`config.mk`:
```
export PLATFORM = sky130hd
export DESIGN_NAME = ftz_fp_adder
export DESIGN_NICKNAME = d
export VERILOG_FILES = /design/src/rtl/ftz_fp_adder.sv
export SDC_FILE = /design/constraint.sdc
export NUM_CORES = 1
export LEC_CHECK = 0
export ABC_AREA = 1
export BUFFER_PORTS_ARGS = -buffer_cell sky130_fd_sc_hd__buf_2
export CORE_MARGIN = 2
export CORE_UTILIZATION = 60
export DETAILED_ROUTE_END_ITERATION = 8
export MAX_ROUTING_LAYER = met4
export PLACE_DENSITY = 0.8
export SYNTH_ARGS = -nofsm -noshare
export SYNTH_HDL_FRONTEND = slang
export SYNTH_SLANG_ARGS = --single-unit
```
`constraint.sdc`:
```
create_clock -name clk -period 5.93 [get_ports clk]
set_input_delay 0.593 -clock clk [delete_from_list [all_inputs] [get_ports clk]]
set_output_delay 0.593 -clock clk [all_outputs]
set_load 0.05 [all_outputs]
```
`src/rtl/ftz_fp_adder.sv`:
```
module ftz_fp_adder #(
  parameter int EW = 8,
  parameter int MW = 23
) (
  input  logic           clk,
  input  logic           rst_n,
  input  logic           in_valid,
  input  logic [EW+MW:0] op_a,
  input  logic [EW+MW:0] op_b,
  input  logic           subtract,
  output logic           out_valid,
  output logic [EW+MW:0] result,
  output logic           flag_invalid,
  output logic           flag_overflow,
  output logic           flag_underflow
);
  localparam int W   = EW + MW + 1;
  localparam int AW  = MW + 4;
  localparam int SW  = MW + 5;
  localparam int SHW = $clog2(AW + 1);
  localparam int XW  = EW + 2;
  localparam int CW  = W + 5;
  localparam logic [EW-1:0] EMAX = {EW{1'b1}};
  localparam logic [W-1:0]  QNAN = {1'b0, EMAX, 1'b1, {(MW-1){1'b0}}};

  // control word: valid, special, invalid, sign, effective subtract, special result
  logic [CW-1:0] ctl1, ctl2, ctl3;

  // ---------------- stage 1: classify and order ----------------
  logic sa, sb, a_zero, b_zero, a_inf, b_inf, a_nan, b_nan, a_big, nan_any, inv_in;
  logic [W-2:0] mag_a, mag_b, mag_l, mag_s;
  logic [W-1:0] spec_res;
  logic [EW-1:0] exp1, dif1, exp2;
  logic [MW:0]   sigl1, sigs1;

  assign sa      = op_a[W-1];
  assign sb      = op_b[W-1] ^ subtract;
  assign a_zero  = op_a[W-2:MW] == '0;
  assign b_zero  = op_b[W-2:MW] == '0;
  assign a_inf   = (op_a[W-2:MW] == EMAX) && (op_a[MW-1:0] == '0);
  assign b_inf   = (op_b[W-2:MW] == EMAX) && (op_b[MW-1:0] == '0);
  assign a_nan   = (op_a[W-2:MW] == EMAX) && (op_a[MW-1:0] != '0);
  assign b_nan   = (op_b[W-2:MW] == EMAX) && (op_b[MW-1:0] != '0);
  assign nan_any = a_nan | b_nan;
  assign inv_in  = a_inf & b_inf & (sa != sb);
  assign mag_a   = a_zero ? '0 : op_a[W-2:0];
  assign mag_b   = b_zero ? '0 : op_b[W-2:0];
  assign a_big   = mag_a >= mag_b;
  assign mag_l   = a_big ? mag_a : mag_b;
  assign mag_s   = a_big ? mag_b : mag_a;
  assign spec_res = (nan_any | inv_in) ? QNAN :
                    a_inf ? {sa, EMAX, {MW{1'b0}}} : {sb, EMAX, {MW{1'b0}}};

  always_ff @(posedge clk or negedge rst_n)
    if (!rst_n) ctl1 <= '0;
    else ctl1 <= {in_valid, nan_any | a_inf | b_inf, inv_in, a_big ? sa : sb, sa ^ sb, spec_res};

  always_ff @(posedge clk) begin
    exp1  <= mag_l[W-2:MW];
    dif1  <= mag_l[W-2:MW] - mag_s[W-2:MW];
    sigl1 <= (mag_l[W-2:MW] == '0) ? '0 : {1'b1, mag_l[MW-1:0]};
    sigs1 <= (mag_s[W-2:MW] == '0) ? '0 : {1'b1, mag_s[MW-1:0]};
  end

  // ---------------- stage 2: align and add ----------------
  logic [SHW-1:0] sh;
  logic [AW-1:0]  stg [SHW+1];
  logic [SW-1:0]  lng, shr, sum_c, sum2;

  assign sh     = (int'(dif1) > AW) ? SHW'(AW) : SHW'(dif1);
  assign stg[0] = {sigs1, 3'b000};

  for (genvar k = 0; k < SHW; k++) begin : g_align
    localparam int SH = 1 << k;
    localparam logic [AW-1:0] MSK = {AW{1'b1}} >> (AW - SH);
    assign stg[k+1] = sh[k] ? ((stg[k] >> SH) | AW'(|(stg[k] & MSK))) : stg[k];
  end

  assign lng   = {1'b0, sigl1, 3'b000};
  assign shr   = {1'b0, stg[SHW]};
  assign sum_c = ctl1[W] ? lng - shr : lng + shr;

  always_ff @(posedge clk or negedge rst_n)
    if (!rst_n) ctl2 <= '0;
    else ctl2 <= ctl1;

  always_ff @(posedge clk) begin
    exp2 <= exp1;
    sum2 <= sum_c;
  end

  // ---------------- stage 3: leading one and normalize ----------------
  logic [SHW-1:0]       lz;
  logic [AW-1:0]        norm_m, m3;
  logic signed [XW-1:0] norm_e, e3;
  logic                 z3;

  always_comb begin
    lz = '0;
    for (int i = 0; i < AW; i++)
      if (sum2[i]) lz = SHW'(AW - 1 - i);
  end

  assign norm_m = sum2[SW-1] ? {sum2[SW-1:2], |sum2[1:0]} : (sum2[AW-1:0] << lz);
  assign norm_e = sum2[SW-1] ? {2'b00, exp2} + XW'(1) : {2'b00, exp2} - XW'(lz);

  always_ff @(posedge clk or negedge rst_n)
    if (!rst_n) ctl3 <= '0;
    else ctl3 <= ctl2;

  always_ff @(posedge clk) begin
    m3 <= norm_m;
    e3 <= norm_e;
    z3 <= sum2 == '0;
  end

  // ---------------- stage 4: round, range check, pack ----------------
  logic                 rnd_up;
  logic [MW+1:0]        rnd;
  logic signed [XW-1:0] e4;
  logic [MW-1:0]        frac;
  logic [W-1:0]         res_c;
  logic                 inv_c, of_c, uf_c;

  assign rnd_up = m3[2] & (m3[1] | m3[0] | m3[3]);
  assign rnd    = {1'b0, m3[AW-1:3]} + (MW+2)'(rnd_up);
  assign e4     = e3 + XW'(rnd[MW+1]);
  assign frac   = rnd[MW+1] ? rnd[MW:1] : rnd[MW-1:0];

  always_comb begin
    res_c = '0;
    inv_c = 1'b0;
    of_c  = 1'b0;
    uf_c  = 1'b0;
    if (ctl3[W+3]) begin
      res_c = ctl3[W-1:0];
      inv_c = ctl3[W+2];
    end else if (z3) begin
      res_c = {ctl3[W+1] & ~ctl3[W], {(W-1){1'b0}}};
    end else if (e4 <= 0) begin
      res_c = {ctl3[W+1], {(W-1){1'b0}}};
      uf_c  = 1'b1;
    end else if (e4 >= $signed({2'b00, EMAX})) begin
      res_c = {ctl3[W+1], EMAX, {MW{1'b0}}};
      of_c  = 1'b1;
    end else begin
      res_c = {ctl3[W+1], e4[EW-1:0], frac};
    end
  end

  always_ff @(posedge clk or negedge rst_n)
    if (!rst_n) begin
      out_valid      <= 1'b0;
      result         <= '0;
      flag_invalid   <= 1'b0;
      flag_overflow  <= 1'b0;
      flag_underflow <= 1'b0;
    end else begin
      out_valid      <= ctl3[W+4];
      result         <= res_c;
      flag_invalid   <= inv_c;
      flag_overflow  <= of_c;
      flag_underflow <= uf_c;
    end

  // ---------------- assertions ----------------
  logic [2:0] age;
  always_ff @(posedge clk or negedge rst_n)
    if (!rst_n) age <= '0;
    else if (age != 3'd4) age <= age + 3'd1;

  assert_latency_R1: assert property (@(posedge clk) disable iff (!rst_n)
    (age == 3'd4) |-> (out_valid == $past(in_valid, 4)));

  assert_no_subnormal_R4: assert property (@(posedge clk) disable iff (!rst_n)
    out_valid |-> !((result[W-2:MW] == '0) && (result[MW-1:0] != '0)));

  assert_underflow_zero_R4: assert property (@(posedge clk) disable iff (!rst_n)
    (out_valid && flag_underflow) |-> (result[W-2:0] == '0));

  assert_overflow_inf_R5: assert property (@(posedge clk) disable iff (!rst_n)
    (out_valid && flag_overflow) |-> (result[W-2:0] == {EMAX, {MW{1'b0}}}));

  assert_flags_exclusive_R5: assert property (@(posedge clk) disable iff (!rst_n)
    $onehot0({flag_invalid, flag_overflow, flag_underflow}));

  assert_canon_nan_R6: assert property (@(posedge clk) disable iff (!rst_n)
    (out_valid && result[W-2:MW] == EMAX && result[MW-1:0] != '0) |-> (result == QNAN));

  assert_invalid_nan_R7: assert property (@(posedge clk) disable iff (!rst_n)
    (out_valid && flag_invalid) |-> (result == QNAN));
endmodule

```
==> results_dict.tcl, run 1 <==
set metrics [dict create \
    antenna_found_initial 1 \
    finalSetupViolCount 0 \
    hold_path.class "input pin to flop" \
    clkTransAtPathRegs_ns 0.08 \
    io_pins 104 \
    synth_fa_ha_area_frac 0.0854 \
    endpoint_kind "flop" \
    drc 0 \
    cts_buffers 17 \
    cts_buffer_depth 2 \
    synth_compound_area_frac 0.152 \
    cp_num_cells 31 \
    synth_cells 2090 \
    critPathArrivalTime_ns 5.54 \
    startpoint "dif1[7]$_DFF_P_" \
    first_global_vias 13000 \
    rsz0062_at_grt "false" \
    seq_power_share 0.320 \
    ys_top_cells_by_area "dfxtp_1 20%, nand2_1 15%, dfrtp_1 11%" \
    cts_tree "built" \
    synth_top_area_frac 0.200 \
    netlist_area_um2 13800 \
    dieArea_um2 24200 \
    insertion_delay_ns 0.44 \
    critPathSlowestCell "nor2_4" \
    p_clk_frac 0.180 \
    grt_pass1_wl_um 64100 \
    endpoint "sum2[26]$_DFF_P_" \
    synth-seq-area-share 0.309 \
    avgSynthCellArea_um2 6.61 \
    fmax_mhz 191 \
    swShare 0.490 \
    final_util 0.664 \
    reg2reg_to "sum2[26]$_DFF_P_" \
    synth_top_cell_by_area "dfxtp_1" \
    die_w_um 156 \
    synthSimpleGateAreaFrac 0.317 \
    crit_type "flop to flop" \
    drv_slew 0 \
    drive_gt1_frac 0.0881 \
    synth.distinct_cells 60 \
    synthXorXnorAreaFrac 0.0381 \
    path_delay_family "compound AO/OA/AOI/OAI gates" \
    final.setup_skew_ns 0.0215 \
    synth-warning-count 0 \
    outcome "finished clean" \
    htree_num_levels 4 \
    grt.total_usage 0.344 \
    cp_common_cell "nand2_1" \
    setup_tns_ns 0 \
    muxShareOfSynthArea 0.00362 \
    worstReg2RegStart "dif1[7]$_DFF_P_" \
    fp-row-count 55 \
    viasPerCell 5.77 \
    fin_crit_sh 0.884 \
    die_h_um 156 \
    p_int_w 0.00325 \
    relSlewSlack 0.403 \
    cts_sinks 198 \
    start_util 0.610 \
    async_flop_share 0.303 \
    worst_pin_slew_ns 0.894 \
    cap_viol_max_count 0 \
    vdd_drop_max_mv 0.277 \
    finalWeightedCongestion 1.02 \
    ys_ff_latch 198 \
    avgRoutedWirePerCell_um 16.7 \
    vias 14100 \
    hpwl_um 32600 \
    leakagePower_nw 7.63 \
    p_switching_w 0.00313 \
    synth_ff_type "dfxtp_1" \
    area_delta_synth_final_pct 8.86 \
    power.density_nw_per_um2 425 \
    core_um2 22600 \
    fin_crit_ns 5.24 \
    drtAntennaViolNets 0 \
    crit_buf_inv 3 \
    hold_violations 0 \
    final_nets 2305 \
    dr.first_iter.drc_count 1310 \
    startpoint_type "flop" \
    reg2reg_depth 31 \
    post_cts_buffers 0 \
    synth_edf_count 0 \
    synth_top_family_by_area "simple AND/OR/NAND/NOR gates" \
    grt_max_degree 61 \
    whs_ns 0.280 \
    worstPathMaxFanout 19 \
    syn_nets 2251 \
    rrSetupSlack_ns 0.69 \
    dr.pass1.iters 6 \
    max_stage_delay_ns 0.39 \
    port-buffer-count 103 \
    grt_overflow 0 \
    combPwrFrac 0.499 \
    routed_wl_um 40800 \
    required_ns 6.23 \
    clock-root-buffer "clkbuf_16" \
]
## power by group through the flow
stage                     sequential, W  clock [W]  combinational [W]
final                           0.00205    0.00115            0.00319
after global routing            0.00208    0.00122            0.00349
after CTS                       0.00204    0.00117            0.00313
after detailed placement        0.00207          0            0.00311
after global placement          0.00206          0            0.00308
after floorplan                 0.00234          0            0.00197
## per-layer routing
layer	global-route usage	vias up	part of all wire
met3	0.0550	126	0.069
li1	-	6958	-
met4	0.184	0	0.055
met2	0.573	657	0.48
met5	-	-	0
met1	0.399	6345	0.40
## what timing repair did
item | 4_1_cts | 5_1_grt
resized for setup | 0 | 1
hold buffers | 0 | 0
endpoints found under the setup margin | 0 | 3
## layout by cell type, fill, tap and decap left out, drive strengths merged, types with 3 or more instances in the layout
master  count
a211oi      3
a21boi      5
a21o        5
a21oi      81
a31oi      10
and3        4
buf       116
clkbuf     18
clkinv     10
dfrtp      60
dfxtp     138
ha         91
inv       251
mux2i       5
nand2     567
nand3     158
nand4      38
nor2      198
nor3       30
nor4       20
o211ai      7
o21a        7
o21ai     226
o21bai      3
o22ai       7
o31ai       7
or2        10
xnor2      11
xor2       49
## state kept, by name, indices dropped and copies added (netlist names), 8 cells and up
signal / cells
e3: 10
ctl3: 8
ctl2: 8
m3: 27
exp1: 8
dif1: 8
sum2: 28
result: 32
sigl1: 24
exp2: 8
ctl1: 8
sigs1: 24
## cell families (layout without fill, tap and decap cells)
family | count (synthesis) | in the layout
adder cells (fa/ha/maj) | 93 | 93
other | 1 | 2
AND/OR/NAND/NOR | 1029 | 1030
XOR/XNOR | 60 | 60
AO/OA/AOI/OAI | 375 | 375
flip-flops | 198 | 198
buffers and inverters | 329 | 395
multiplexers | 5 | 5
## cells in the mapped netlist, types with 4 or more instances
| library cell | n |
|---|---|
| nand2_1 | 562 |
| inv_1 | 241 |
| nor2_1 | 192 |
| o21ai_0 | 169 |
| nand3_1 | 156 |
| dfxtp_1 | 138 |
| ha_1 | 91 |
| a21oi_1 | 81 |
| dfrtp_1 | 60 |
| clkbuf_1 | 57 |
| xor2_1 | 49 |
| o21ai_1 | 44 |
| nand4_1 | 38 |
| nor3_1 | 30 |
| nor4_1 | 19 |
| buf_2 | 17 |
| o21ai_2 | 13 |
| xnor2_1 | 11 |
| a31oi_1 | 10 |
| or2_2 | 10 |
| o211ai_1 | 7 |
| o21a_1 | 7 |
| o22ai_1 | 7 |
| o31ai_1 | 7 |
| a21boi_0 | 5 |
| a21o_1 | 5 |
| mux2i_1 | 5 |
| and3_1 | 4 |
| buf_6 | 4 |
| nand2_2 | 4 |
## how the worst min path moves through the flow
stage	end	slack [ns]	start	depth (start not counted)
2_1_floorplan	ctl1[22]$_DFF_PN0_	0.30	rst_n	0
3_3_place_gp	exp2[2]$_DFF_P_	0.31	exp1[2]$_DFF_P_	0
3_5_place_dp	exp2[1]$_DFF_P_	0.31	exp1[1]$_DFF_P_	0
4_1_cts	ctl1[36]$_DFF_PN0_	0.27	in_valid	1
5_1_grt	ctl1[36]$_DFF_PN0_	0.26	in_valid	1
6_report	ctl1[36]$_DFF_PN0_	0.28	in_valid	1
## final cells by class
cell class | count | area [um2]
Antenna cell | 1 | 2.50
Clock buffer | 18 | 429
Clock inverter | 14 | 183
Fill cell | 2050 | 7610
Inverter | 247 | 935
Multi-Input combinational cell | 1564 | 8250
Sequential cell | 198 | 4260
Tap cell | 285 | 357
Timing Repair Buffer | 116 | 613
## per-stage QoR
step | area, um2 | instances | power, W | worst slack [ns]
2_1_floorplan | 13800 | 2090 | 0.00431 | 1.54
3_3_place_gp | 14400 | 2409 | 0.00514 | 0.729
3_5_place_dp | 14400 | 2409 | 0.00518 | 0.581
4_1_cts | 15000 | 2441 | 0.00634 | 0.557
5_1_grt | 15000 | 2443 | 0.00680 | 0.0905
6_report | 15000 | 2443 | 0.00638 | 0.687
Note: power is estimated with default switching activity, not from simulation.
==> run 2: changes to the inputs <==
--- a/config.mk
+++ b/config.mk
@@ -10,8 +10,7 @@
 export CORE_MARGIN = 2
 export CORE_UTILIZATION = 60
 export DETAILED_ROUTE_END_ITERATION = 8
-export MAX_ROUTING_LAYER = met4
-export PLACE_DENSITY = 0.8
+export PLACE_DENSITY_LB_ADDON = 0.3
 export SYNTH_ARGS = -nofsm -noshare
 export SYNTH_HDL_FRONTEND = slang
 export SYNTH_SLANG_ARGS = --single-unit
==> run 2 against run 1 <==
Hold slack worse by 0.021 ns. Register-to-register slack better by 0.02 ns. Critical path depth decreased by 1. Sequential power about the same. First-iteration DRC count is 1.2% higher. Clock skew down 0.0049 ns. Design area grew 0.27%. Routed wire length grew 1.8%. Sequential share of layout area decreased by 0.075 points. Highest routed layer unchanged.
==> results_dict.tcl, run 2 (same netlist as run 1, synthesis figures left out) <==
set metrics [dict create \
    grt_max_degree 61 \
    final_cell_mix "562 x nand2_1, 241 x inv_1, 192 x nor2_1, 169 x o21ai_0, 155 x nand3_1" \
    finalSetupViolCount 0 \
    rsz0062_at_grt "false" \
    critPathSlowestCell "ha_1" \
    fin_crit_sh 0.881 \
    drive_gt1_frac 0.0881 \
    port-buffer-count 103 \
    cp_common_cell "nand2_1" \
    insertion_delay_ns 0.44 \
    critPathArrivalTime_ns 5.54 \
    io_pins 104 \
    start_util 0.610 \
    required_ns 6.25 \
    routed_wl_um 41500 \
    antenna_found_initial 0 \
    ctsResizeCount 0 \
    relSlewSlack 0.358 \
    drc 0 \
    place_area_um2 14400 \
    worstPathMaxFanout 25 \
    grt_pass1_wl_um 65400 \
    largest_reg_flops 32 \
    cts-hold-fix-buffers 0 \
    pre_cts_ws_ns 0.690 \
    hold_violations 0 \
    vias 14100 \
    dr.first_iter.drc_count 1326 \
    clock-root-buffer "clkbuf_16" \
    die_w_um 156 \
    drtAntennaViolNets 0 \
    outcome "finished clean" \
    cts_sinks 198 \
    cts_buffers 17 \
    finalWeightedCongestion 0.992 \
    endpoint_kind "flop" \
    fillers 2006 \
    leakagePower_nw 7.65 \
    layout_setup_ws_ns 0.709 \
    vdd_drop_max_mv 0.316 \
    final_common_cell "nand2_1" \
    first_global_vias 13100 \
    area_delta_synth_final_pct 9.15 \
    power.density_nw_per_um2 429 \
    whs_ns 0.259 \
    setup_tns_ns 0 \
    worst_pin_slew_ns 0.961 \
    core_um2 22600 \
    dr.pass1.iters 7 \
    cts_tree "built" \
    cap_viol_max_count 0 \
    hpwl_um 32600 \
    diodes 0 \
    avgRoutedWirePerCell_um 17.0 \
    fp-row-count 55 \
    top_register "result" \
    cts_buffer_depth 2 \
    clkTransAtPathRegs_ns 0.08 \
    post_cts_buffers 0 \
    drv_slew 0 \
    viasPerCell 5.78 \
    crit_type "flop to flop" \
    dieArea_um2 24200 \
    die_h_um 156 \
    fmax_mhz 192 \
    startpoint_type "flop" \
    final_area_um2 15100 \
    htree_num_levels 4 \
    grt.total_usage 0.341 \
    final.setup_skew_ns 0.0166 \
    largest_registers "result (32), sum2 (28), m3 (27)" \
    max_stage_delay_ns 0.42 \
    fin_crit_ns 5.22 \
    final_nets 2304 \
    hold_path.class "input pin to flop" \
    final_util 0.666 \
    grt_overflow 0 \
]
-- run 2: cell types whose count changed in the layout (fill, tap and decap cells not counted), sizes merged --
cell	before	now
bufinv	0	1
clkbuf	18	17
inv	251	252
clkinv	10	9
diode	1	0
nor2	198	197
-- run 2: final cells by class --
type / instances / area, um2 / share of cell area
well taps: 285 / 357 / 0.0237
clock buffers: 17 / 425 / 0.0282
repair buffers: 116 / 613 / 0.0407
flip-flops and latches: 198 / 4260 / 0.283
clock inverters: 15 / 235 / 0.0156
multi-input cells: 1563 / 8240 / 0.547
inverters: 247 / 935 / 0.0620
-- run 2: worst paths after layout --
| path | endpoint | slack [ns] | cells after the start | from |
|---|---|---|---|---|
| max in group asynchronous | ctl1[32]$_DFF_PN0_ | 5.16 | 2 | rst_n |
| worst max register to register | sum2[26]$_DFF_P_ | 0.71 | 30 | dif1[7]$_DFF_P_ |
| worst min register to register | exp2[2]$_DFF_P_ | 0.34 | 0 | exp1[2]$_DFF_P_ |
| worst max-delay path | sum2[26]$_DFF_P_ | 0.71 | 30 | dif1[7]$_DFF_P_ |
| min in group asynchronous | result[14]$_DFF_PN0_ | 0.29 | 2 | rst_n |
| worst min-delay path | ctl1[36]$_DFF_PN0_ | 0.26 | 1 | in_valid |
-- run 2: metrics by stage --
stage                     total power [W]  std cells
after floorplan                   0.00431       2090
after global placement            0.00513       2409
after detailed placement          0.00516       2409
after CTS                         0.00642       2441
after global routing              0.00689       2441
final                             0.00647       2441
-- run 2: worst max-delay path, delay by kind of cell, from the launching register on --
family,cells,cell delay (ns)
buffers and inverters,3,0.49
AND/OR/NAND/NOR,14,1.53
multiplexers,2,0.38
flip-flops,1,0.33
AO/OA/AOI/OAI,10,1.94
adder cells (fa/ha/maj),1,0.42
-- run 2: where the power goes --
group	total (W)	switching, W	internal [W]
logic	0.00318	0.00224	0.000942
clock network	0.00125	0.000615	0.000631
registers	0.00205	0.000309	0.00174
total	0.00647	0.00316	0.00331
-- run 2: routing by layer --
layer,global-route usage,vias up,wire (um)
li1,-,6942,-
met1,0.408,6424,16500
met2,0.601,625,20200
met3,0.0464,115,2780
met4,0.168,0,2080
met5,0,-,0
==> run 3: changes to the inputs <==
--- a/config.mk
+++ b/config.mk
@@ -7,8 +7,10 @@
 export LEC_CHECK = 0
 export ABC_AREA = 1
 export BUFFER_PORTS_ARGS = -buffer_cell sky130_fd_sc_hd__buf_2
+export CELL_PAD_IN_SITES_DETAIL_PLACEMENT = 0
+export CELL_PAD_IN_SITES_GLOBAL_PLACEMENT = 1
 export CORE_MARGIN = 2
-export CORE_UTILIZATION = 60
+export CORE_UTILIZATION = 44
 export DETAILED_ROUTE_END_ITERATION = 8
 export PLACE_DENSITY_LB_ADDON = 0.3
 export SYNTH_ARGS = -nofsm -noshare
==> run 3 against run 2 <==
Cell count is 4.8% higher. Count of clock-buffer cells in the layout unchanged. Clock skew decreased by 0.0043 ns. Die area increased by 35%. Setup slack worse by 0.0034 ns. Critical path depth is 5 higher. Via count down 3.5%. Routed wire length grew 4.4%. Register-to-register slack about the same. Critical endpoint unchanged. Largest power group unchanged. Highest routed layer unchanged.
==> results_dict.tcl, run 3 (same netlist as run 1, synthesis figures left out) <==
set metrics [dict create \
    outcome "finished clean" \
    p_int_w 0.00326 \
    drc 0 \
    endpoint_kind "flop" \
    largest_registers "result (32), sum2 (28), m3 (27)" \
    rrSetupSlack_ns 0.71 \
    clkTransAtPathRegs_ns 0.08 \
    htree_num_levels 4 \
    area_delta_synth_final_pct 10.0 \
    place_area_um2 14600 \
    final_cell_mix "562 x nand2_1, 241 x inv_1, 192 x nor2_1, 169 x o21ai_0, 155 x nand3_1" \
    worst_pin_slew_ns 0.913 \
    reg2reg_depth 35 \
    cts_buffers 17 \
    combPwrFrac 0.494 \
    final_area_um2 15200 \
    die_h_um 181 \
    dieArea_um2 32800 \
    rsz0062_at_grt "false" \
    power_w 0.00643 \
    fin_crit_sh 0.881 \
    final_common_cell "nand2_1" \
    routed_wl_um 43300 \
    grt.total_usage 0.265 \
    setup_tns_ns 0 \
    hpwl_um 34900 \
    clock-root-buffer "clkbuf_16" \
    viasPerCell 5.32 \
    grt_max_degree 61 \
    avgRoutedWirePerCell_um 16.9 \
    crit_buf_inv 5 \
    seq_power_share 0.321 \
    grt_pass1_wl_um 68800 \
    die_w_um 181 \
    diodes 0 \
    startpoint "dif1[4]$_DFF_P_" \
    largest_reg_flops 32 \
    final_nets 2309 \
    insertion_delay_ns 0.45 \
    p_switching_w 0.00316 \
    critPathArrivalTime_ns 5.56 \
    core_um2 30700 \
    final_cells 2557 \
    crit_type "flop to flop" \
    p_clk_frac 0.185 \
    cap_viol_max_count 0 \
    ctsResizeCount 0 \
    fin_crit_ns 5.22 \
    finalSetupViolCount 0 \
    vdd_drop_max_mv 0.320 \
    cp_num_cells 35 \
    pre_cts_ws_ns 0.785 \
    start_util 0.449 \
    hold_violations 0 \
    cts-hold-fix-buffers 0 \
    worstReg2RegStart "dif1[4]$_DFF_P_" \
    power.density_nw_per_um2 423 \
    drv_slew 0 \
    layout_setup_ws_ns 0.705 \
    endpoint "sum2[26]$_DFF_P_" \
    dr.pass1.iters 5 \
    reg2reg_to "sum2[26]$_DFF_P_" \
    cts_sinks 198 \
    path_delay_family "compound AO/OA/AOI/OAI gates" \
    relSlewSlack 0.390 \
    drive_gt1_frac 0.0898 \
    cts_buffer_depth 2 \
    critPathSlowestCell "dfxtp_1" \
    worst_hold_startpoint "in_valid" \
    fp-row-count 64 \
    finalWeightedCongestion 0.942 \
    io_pins 104 \
    cp_common_cell "nand2_1" \
    first_global_vias 13100 \
    grt_overflow 0 \
    startpoint_type "flop" \
    max_stage_delay_ns 0.40 \
    swShare 0.492 \
    antenna_found_initial 0 \
    worstPathMaxFanout 35 \
    dr.first_iter.drc_count 974 \
    top_register "result" \
    fmax_mhz 191 \
    vias 13600 \
    port-buffer-count 103 \
    drtAntennaViolNets 0 \
    placed_cells 2525 \
    leakagePower_nw 7.66 \
    hold_path.class "input pin to flop" \
    post_cts_buffers 0 \
    final.setup_skew_ns 0.0124 \
    required_ns 6.27 \
    cts_tree "built" \
]
[run 3: through the flow]
step | utilization | hold WS, ns
CTS | 0.494 | 0.235
finish | 0.494 | 0.249
floorplan | - | 0.297
detailed placement | 0.474 | 0.312
global placement | 0.474 | 0.311
global route | 0.494 | 0.233
[run 3: power groups by stage]
| stage | registers, W | clock network, W | logic [W] |
|---|---|---|---|
| finish | 0.00206 | 0.00119 | 0.00318 |
| global route | 0.00210 | 0.00127 | 0.00354 |
| CTS | 0.00206 | 0.00122 | 0.00317 |
| detailed placement | 0.00209 | 0 | 0.00315 |
| global placement | 0.00208 | 0 | 0.00316 |
| floorplan | 0.00234 | 0 | 0.00197 |
[run 3: layer usage]
layer	vias to the layer above	wire, um	GRT usage
li1	6940	-	-
met5	-	0	0
met4	0	1530	0.0976
met2	371	21200	0.472
met3	58	1800	0.0341
met1	6237	18800	0.325
[run 3: final cells by class]
type                       instances  area (um2)
inverter                         247         935
sequential                       198        4260
multi-input combinational       1563        8240
clock inverter                    15         189
tap                              396         495
clock buffer                      17         425
fill                            3206       15600
timing repair buffer             121         651
[run 3: worst min-delay path by stage]
stage / cells after the start / slack (ns) / end
2_1_floorplan: 0 / 0.30 / ctl1[22]$_DFF_PN0_
3_3_place_gp: 0 / 0.31 / exp2[6]$_DFF_P_
3_5_place_dp: 0 / 0.31 / exp2[7]$_DFF_P_
4_1_cts: 1 / 0.24 / ctl1[36]$_DFF_PN0_
5_1_grt: 1 / 0.23 / ctl1[36]$_DFF_PN0_
6_report: 1 / 0.25 / ctl1[36]$_DFF_PN0_
